## src/rtl/cpu_gate_pkg.sv

```systemverilog
`timescale 1ns/1ps
package cpu_gate_pkg;

    typedef enum logic [1:0] {
        GS_STOPPED = 2'd0,
        GS_WARMUP  = 2'd1,
        GS_RUNNING = 2'd2
    } gate_state_e;

endpackage

```

## src/rtl/cpu_gate_sync.sv

```systemverilog
`timescale 1ns/1ps
module cpu_gate_sync #(
    parameter int STAGES    = 2,
    parameter bit RESET_VAL = 1'b0
) (
    input  logic clk_i,
    input  logic rst_ni,
    input  logic async_i,
    output logic sync_o
);

    logic [STAGES-1:0] chain_q;

    always_ff @(posedge clk_i or negedge rst_ni) begin
        if (!rst_ni) begin
            chain_q <= {STAGES{RESET_VAL}};
        end else begin
            chain_q <= {chain_q[STAGES-2:0], async_i};
        end
    end

    assign sync_o = chain_q[STAGES-1];

endmodule

```

## src/rtl/cpu_gate_run_fsm.sv

```systemverilog
`timescale 1ns/1ps
module cpu_gate_run_fsm
    import cpu_gate_pkg::*;
#(
    parameter int MIN_RUN = 100
) (
    input  logic clk_i,
    input  logic rst_ni,
    input  logic go_i,
    output logic run_o
);

    localparam int CNT_W = $clog2(MIN_RUN + 1);
    localparam logic [CNT_W-1:0] CNT_MAX   = {CNT_W{1'b1}};
    localparam logic [CNT_W-1:0] HOLD_LAST = CNT_W'(MIN_RUN - 1);
    localparam logic [CNT_W-1:0] HOLD_DONE = CNT_W'(MIN_RUN);

    gate_state_e      state_q, state_d;
    logic [CNT_W-1:0] cnt_q;

    // next-state decision
    always_comb begin
        state_d = state_q;
        unique case (state_q)
            GS_STOPPED: if (go_i)                 state_d = GS_WARMUP;
            GS_WARMUP:  if (cnt_q == HOLD_LAST)   state_d = GS_RUNNING;
            GS_RUNNING: if (!go_i)                state_d = GS_STOPPED;
            default:                              state_d = GS_STOPPED;
        endcase
    end

    // state register
    always_ff @(posedge clk_i or negedge rst_ni) begin
        if (!rst_ni) begin
            state_q <= GS_STOPPED;
        end else begin
            state_q <= state_d;
        end
    end

    // saturating run-interval counter, held at zero while closed
    always_ff @(posedge clk_i or negedge rst_ni) begin
        if (!rst_ni) begin
            cnt_q <= '0;
        end else if (state_q == GS_STOPPED) begin
            cnt_q <= '0;
        end else if (cnt_q != CNT_MAX) begin
            cnt_q <= cnt_q + 1'b1;
        end
    end

    // outputs
    always_comb begin
        run_o = (state_q != GS_STOPPED);
    end


    min_run_chk: assert property (@(posedge clk_i) disable iff (!rst_ni)
        (state_q == GS_RUNNING && state_d == GS_STOPPED) |-> (cnt_q >= HOLD_DONE));


    no_skip_warmup_chk: assert property (@(posedge clk_i) disable iff (!rst_ni)
        (state_q == GS_STOPPED) |=> (state_q != GS_RUNNING));

endmodule

```

## src/rtl/cpu_gate_drive.sv

```systemverilog
`timescale 1ns/1ps
module cpu_gate_drive #(
    parameter int NUM_OUT = 2
) (
    input  logic               clk_i,
    input  logic               rst_ni,
    input  logic               run_i,
    input  logic [NUM_OUT-1:0] out_en_i,
    output logic [NUM_OUT-1:0] clk_t_o,
    output logic [NUM_OUT-1:0] clk_c_o,
    output logic               stopped_o
);

    logic open_q;

    // group gate, updated only while the clock is low
    always_ff @(negedge clk_i or negedge rst_ni) begin
        if (!rst_ni) begin
            open_q <= 1'b0;
        end else begin
            open_q <= run_i;
        end
    end

    assign stopped_o = ~open_q;

    for (genvar g = 0; g < NUM_OUT; g++) begin : g_lane
        logic lane_q;

        always_ff @(negedge clk_i or negedge rst_ni) begin
            if (!rst_ni) begin
                lane_q <= 1'b0;
            end else begin
                lane_q <= run_i & out_en_i[g];
            end
        end

        assign clk_t_o[g] = clk_i & lane_q;
        assign clk_c_o[g] = ~(clk_i & lane_q);
    end


    low_phase_quiet_chk: assert property (@(posedge clk_i) disable iff (!rst_ni)
        (clk_t_o == '0) && (clk_c_o == '1));


    closed_quiet_chk: assert property (@(negedge clk_i) disable iff (!rst_ni)
        stopped_o |-> (clk_t_o == '0));

endmodule

```

## src/rtl/cpu_clk_stop_gate.sv

```systemverilog
`timescale 1ns/1ps
module cpu_clk_stop_gate #(
    parameter int NUM_OUT     = 2,
    parameter int MIN_RUN     = 100,
    parameter int SYNC_STAGES = 2
) (
    input  logic               clk_i,
    input  logic               rst_ni,
    input  logic               stop_ni,
    input  logic [NUM_OUT-1:0] out_en_i,
    output logic [NUM_OUT-1:0] clk_t_o,
    output logic [NUM_OUT-1:0] clk_c_o,
    output logic               stopped_o
);

    logic go_sync;
    logic run;

    cpu_gate_sync #(
        .STAGES    (SYNC_STAGES),
        .RESET_VAL (1'b0)
    ) u_sync (
        .clk_i   (clk_i),
        .rst_ni  (rst_ni),
        .async_i (stop_ni),
        .sync_o  (go_sync)
    );

    cpu_gate_run_fsm #(
        .MIN_RUN (MIN_RUN)
    ) u_fsm (
        .clk_i  (clk_i),
        .rst_ni (rst_ni),
        .go_i   (go_sync),
        .run_o  (run)
    );

    cpu_gate_drive #(
        .NUM_OUT (NUM_OUT)
    ) u_drive (
        .clk_i     (clk_i),
        .rst_ni    (rst_ni),
        .run_i     (run),
        .out_en_i  (out_en_i),
        .clk_t_o   (clk_t_o),
        .clk_c_o   (clk_c_o),
        .stopped_o (stopped_o)
    );

endmodule

```

## config.mk

```make
export PLATFORM = sky130hd
export DESIGN_NAME = cpu_clk_stop_gate
export DESIGN_NICKNAME = d
export VERILOG_FILES = /design/src/rtl/cpu_gate_pkg.sv /design/src/rtl/cpu_gate_sync.sv /design/src/rtl/cpu_gate_run_fsm.sv /design/src/rtl/cpu_gate_drive.sv /design/src/rtl/cpu_clk_stop_gate.sv
export SDC_FILE = /design/constraint.sdc
export NUM_CORES = 1
export LEC_CHECK = 0
export ABC_AREA = 0
export BUFFER_PORTS_ARGS = -buffer_cell sky130_fd_sc_hd__buf_2
export CAP_MARGIN = 40
export CORE_AREA = 2 2 39 41
export DETAILED_ROUTE_END_ITERATION = 10
export DIE_AREA = 0 0 41 43
export HOLD_SLACK_MARGIN = 0.1
export PLACE_DENSITY = 0.67
export SLEW_MARGIN = 20
export SYNTH_ARGS = -nofsm -noshare
export SYNTH_HDL_FRONTEND = slang
export SYNTH_SLANG_ARGS = --single-unit
```

## constraint.sdc

```tcl
create_clock -name clk_i -period 1.3 [get_ports clk_i]
set_input_delay 0.065 -clock clk_i [delete_from_list [all_inputs] [get_ports clk_i]]
set_output_delay 0.065 -clock clk_i [all_outputs]
set_load 0.01 [all_outputs]
```

Word-level counts from Yosys, hierarchy flattened
Index checks and enable logic that the tools add are counted.
{ "word_totals": {"regBits": 14, "inputBits": 5, "wordCells": 31} }
{ "op_classes": {"add_sub_neg": 1, "eq_ne": 7, "n_mux": 6, "n_bitwise": 7, "reduce_logical": 4} }
{ "op_table": {"columns": ["op", "n"], "rows": [
  ["2-to-1 mux 7 bit", 2],
  ["adder 7 x 1 -> 7 bit (second input constant)", 1],
  ["== test 7 bit (second input constant)", 1],
  ["inequality test 7 bit (second input constant)", 1],
  ["2-to-1 mux 2 bit", 3],
  ["case mux 2 bit (3 select lines)", 1],
  ["bitwise AND 1 bit", 4],
  ["inequality test 2 bit (second input constant)", 2],
  ["nonzero test 2 bit", 2],
  ["inverter 1 bit", 3],
  ["AND reduction 3 bit", 1],
  ["== test 2 x 1 -> 1 bit (second input constant)", 1],
  ["== test 2 bit (second input constant)", 1],
  ["zero test 2 bit", 1],
  ["inequality test 2 x 1 -> 1 bit (second input constant)", 1]
]} }

Logic depth before layout (Yosys ltp)
{ "depth": {"word_depth": 3, "ltp_mapped": 4, "mapped_depth_nobuf": 4} }

By module
A second synthesis with hierarchy kept.
{ "hier_totals": {"hier_cells": 54, "area_unflattened_um2": 604.3} }
{ "modules_own_cells": {"columns": ["module", "instances", "cells_each", "area_per_inst_um2"], "rows": [
  ["cpu_gate_run_fsm", 1, 42, 442.9],
  ["cpu_gate_drive", 1, 10, 111.4],
  ["cpu_gate_sync", 1, 2, 50.0]
]} }

==> results.md <==
- Final Slew Violations: 0
- Peak supply drop: 1447 uV
- FF+latch count, synth: 14
- Chip width: 41 um
- # fillers: 95
- Vias in the first global route: 681
- Most common cell after layout, fill and taps aside: buf_4
- Number of core rows: 14
- Skew-Pair Late Insertion Delay: about 400 ps
- Warnings from Yosys: 0
- Initial Util: between 40% and 50%
- Cell area after synthesis: 583.1 um2
- Failing checks: setup timing
- Layout Utilization: around 71%
- Final Setup Violations: 10
- First-pass GRT wire length: 2649 um
- Clock slew at reported path FFs: ~90 ps
- Drt pass-1 iters: 4
- Normalized max-slew margin: 82.52%
- Synth cell types: 21
- Worst EP required: 1240 ps
- Hold Path Class: in2async
- CP Max Fanout: 2
- All-Layer GR Usage: a little over a quarter
- Post-DRT Antenna Nets: 0
- Number of DRC markers in iteration 0: 24
- Final Hold Fails: 0
- Total core area: 1384 um2
- Crit. End Element: primary output
- Post-synth EDFFs: 0
- Largest net degree at the start of global routing: 9
- Port Buffers: 9
- Full die area: 1763 um2
- WL final: 1602 um
- Pleak: 0.4871 nW
- CTS tree: done
- Clock skew: 9.167 ps
- Share of cells above drive strength 1: 56.38%
- Mapped Cells: 54
- Vias: 589
- PwrDens: 2480 nW/um2
- Critical path class: reg2out
- Worst-margin pin slew: 260.2 ps
- Register area share after synthesis: 60.09%
- Post-DP HPWL: 841.1 um
- FF-to-FF setup slack: -230 ps
- DR WL/cell: 14.56 um
- Critical Path AT: 1800 ps
- Synthesized area per cell: 10.80 um2
- Initial antenna violation count: 0
- Outcome: finished with violations
- # DRC: 0
- Congestion Overflow GR: 0
- Synth Flop Type: dfrtp_1
- Via density: about 5.4
- PnR worst setup slack: -561.5 ps
- NumNets Final: 100
- Die span in y: roughly 43 um
- Post-synth ARST share: 100.0%
- Setup TNS: -3110 ps
- Area Overhead vs Synth: 67.60%
- Syn_nets: 60
- # Max-Cap Violations: 0
- I/O pin count: 10
- RSZ-0062 raised after global routing: yes
- Final GP Congestion: 0.7023
- Worst setup SP type: flop
- N_diodes: 0
- Most frequent cells in the layout: 13 x buf_4, 11 x dfrtp_1, 10 x clkbuf_4
==> stage by stage <==
| step | hold slack [ps] | instances | cell area (um2) | worst slack, ps | total power (W) |
|---|---|---|---|---|---|
| 6_report | 200.2 | 110 | 977.2 | -561.5 | 0.002424 |
| 5_1_grt | 214.8 | 110 | 977.2 | -594.2 | 0.002606 |
| 4_1_cts | 192.7 | 109 | 934.6 | -587.4 | 0.002304 |
| 3_5_place_dp | -84.44 | 87 | 718.2 | -215.9 | 0.001349 |
| 3_3_place_gp | -86.17 | 87 | 718.2 | -182.0 | 0.001330 |
| 2_1_floorplan | -230.6 | 54 | 590.6 | -252.0 | 0.001083 |
==> critical path, cell delays in order (launching register included) <==
cell and delay, ps:
dfrtn_1 420, nand2_2 80, clkbuf_8 130, buf_6 110
==> repair_timing <==
item,4_1_cts,5_1_grt
gates resized for setup,11,15
hold buffers,3,0
pin swaps,3,3
setup buffers,3,1
gates cloned,0,0
setup endpoints to repair,13,17
endpoints found under the hold margin,15,0
==> layer usage <==
metal | share of wire, % | track usage, % | vias up
met5 | 0 | 0 | -
met4 | 2.7 | 43.33 | 0
met3 | 7.0 | 16.75 | 9
met2 | 51 | 29.69 | 33
met1 | 39 | 26.22 | 276
li1 | - | - | 271
==> layout make-up <==
| type | instances | area (um2) | share of cell area (%) |
|---|---|---|---|
| tap | 16 | 20.02 | 2.049 |
| multi-input combinational | 35 | 254.0 | 25.99 |
| sequential | 14 | 350.3 | 35.85 |
| inverter | 2 | 7.507 | 0.7682 |
| clock inverter | 2 | 7.507 | 0.7682 |
| clock buffer | 20 | 185.2 | 18.95 |
| timing repair buffer | 21 | 152.6 | 15.62 |
==> flip-flops by register name, summed over array words and instances (netlist names) <==
signal	count
u_fsm.state_q	2
u_sync.chain_q	2
u_drive.open_q	1
u_fsm.cnt_q	7
u_drive.g_lane.lane_q	2
==> final timing paths <==
kind                                     startpoint                  endpoint  cells past startpoint
setup / recovery           u_drive.g_lane[1].lane_q                clk_c_o[1]                      3
hold / removal                               rst_ni            u_fsm.cnt_q[1]                      3
max in group asynchronous                    rst_ni         u_sync.chain_q[1]                      3
setup reg to reg                   u_fsm.state_q[1]  u_drive.g_lane[1].lane_q                      3
min in group clk_i                          stop_ni         u_sync.chain_q[0]                      2
hold reg to reg                   u_sync.chain_q[0]         u_sync.chain_q[1]                      0
==> cell usage after synthesis, types with 2 or more instances <==
| cell type | instances | area, um2 |
|---|---|---|
| a31oi_1 | 5 | 31.28 |
| and3_1 | 4 | 25.02 |
| nand2_1 | 7 | 26.28 |
| nor2_1 | 3 | 11.26 |
| inv_1 | 3 | 11.26 |
| dfrtp_1 | 11 | 275.3 |
| and2_1 | 2 | 12.51 |
| o21ai_0 | 4 | 20.02 |
| dfrtn_1 | 3 | 75.07 |
==> cells by family (layout without fill, tap and decap cells) <==
kind of cell / count (synthesis) / in the layout / share of synthesized area (%)
DFF: 14 / 14 / 60.08
muxes: 1 / 1 / 1.717
AOI/OAI and AO/OA: 13 / 13 / 14.59
buffers and inverters: 5 / 45 / 3.432
and+or+nand+nor: 20 / 20 / 18.02
adders and majority gates: 1 / 1 / 2.146
==> report_power, final <==
group / switching, W / total [W] / internal, W
combinational: 0.000311 / 0.000655 / 0.000344
sequential: 0.000129 / 0.000701 / 0.000572
clock: 0.000385 / 0.00107 / 0.000683
Power figures use the tool's default switching activity.
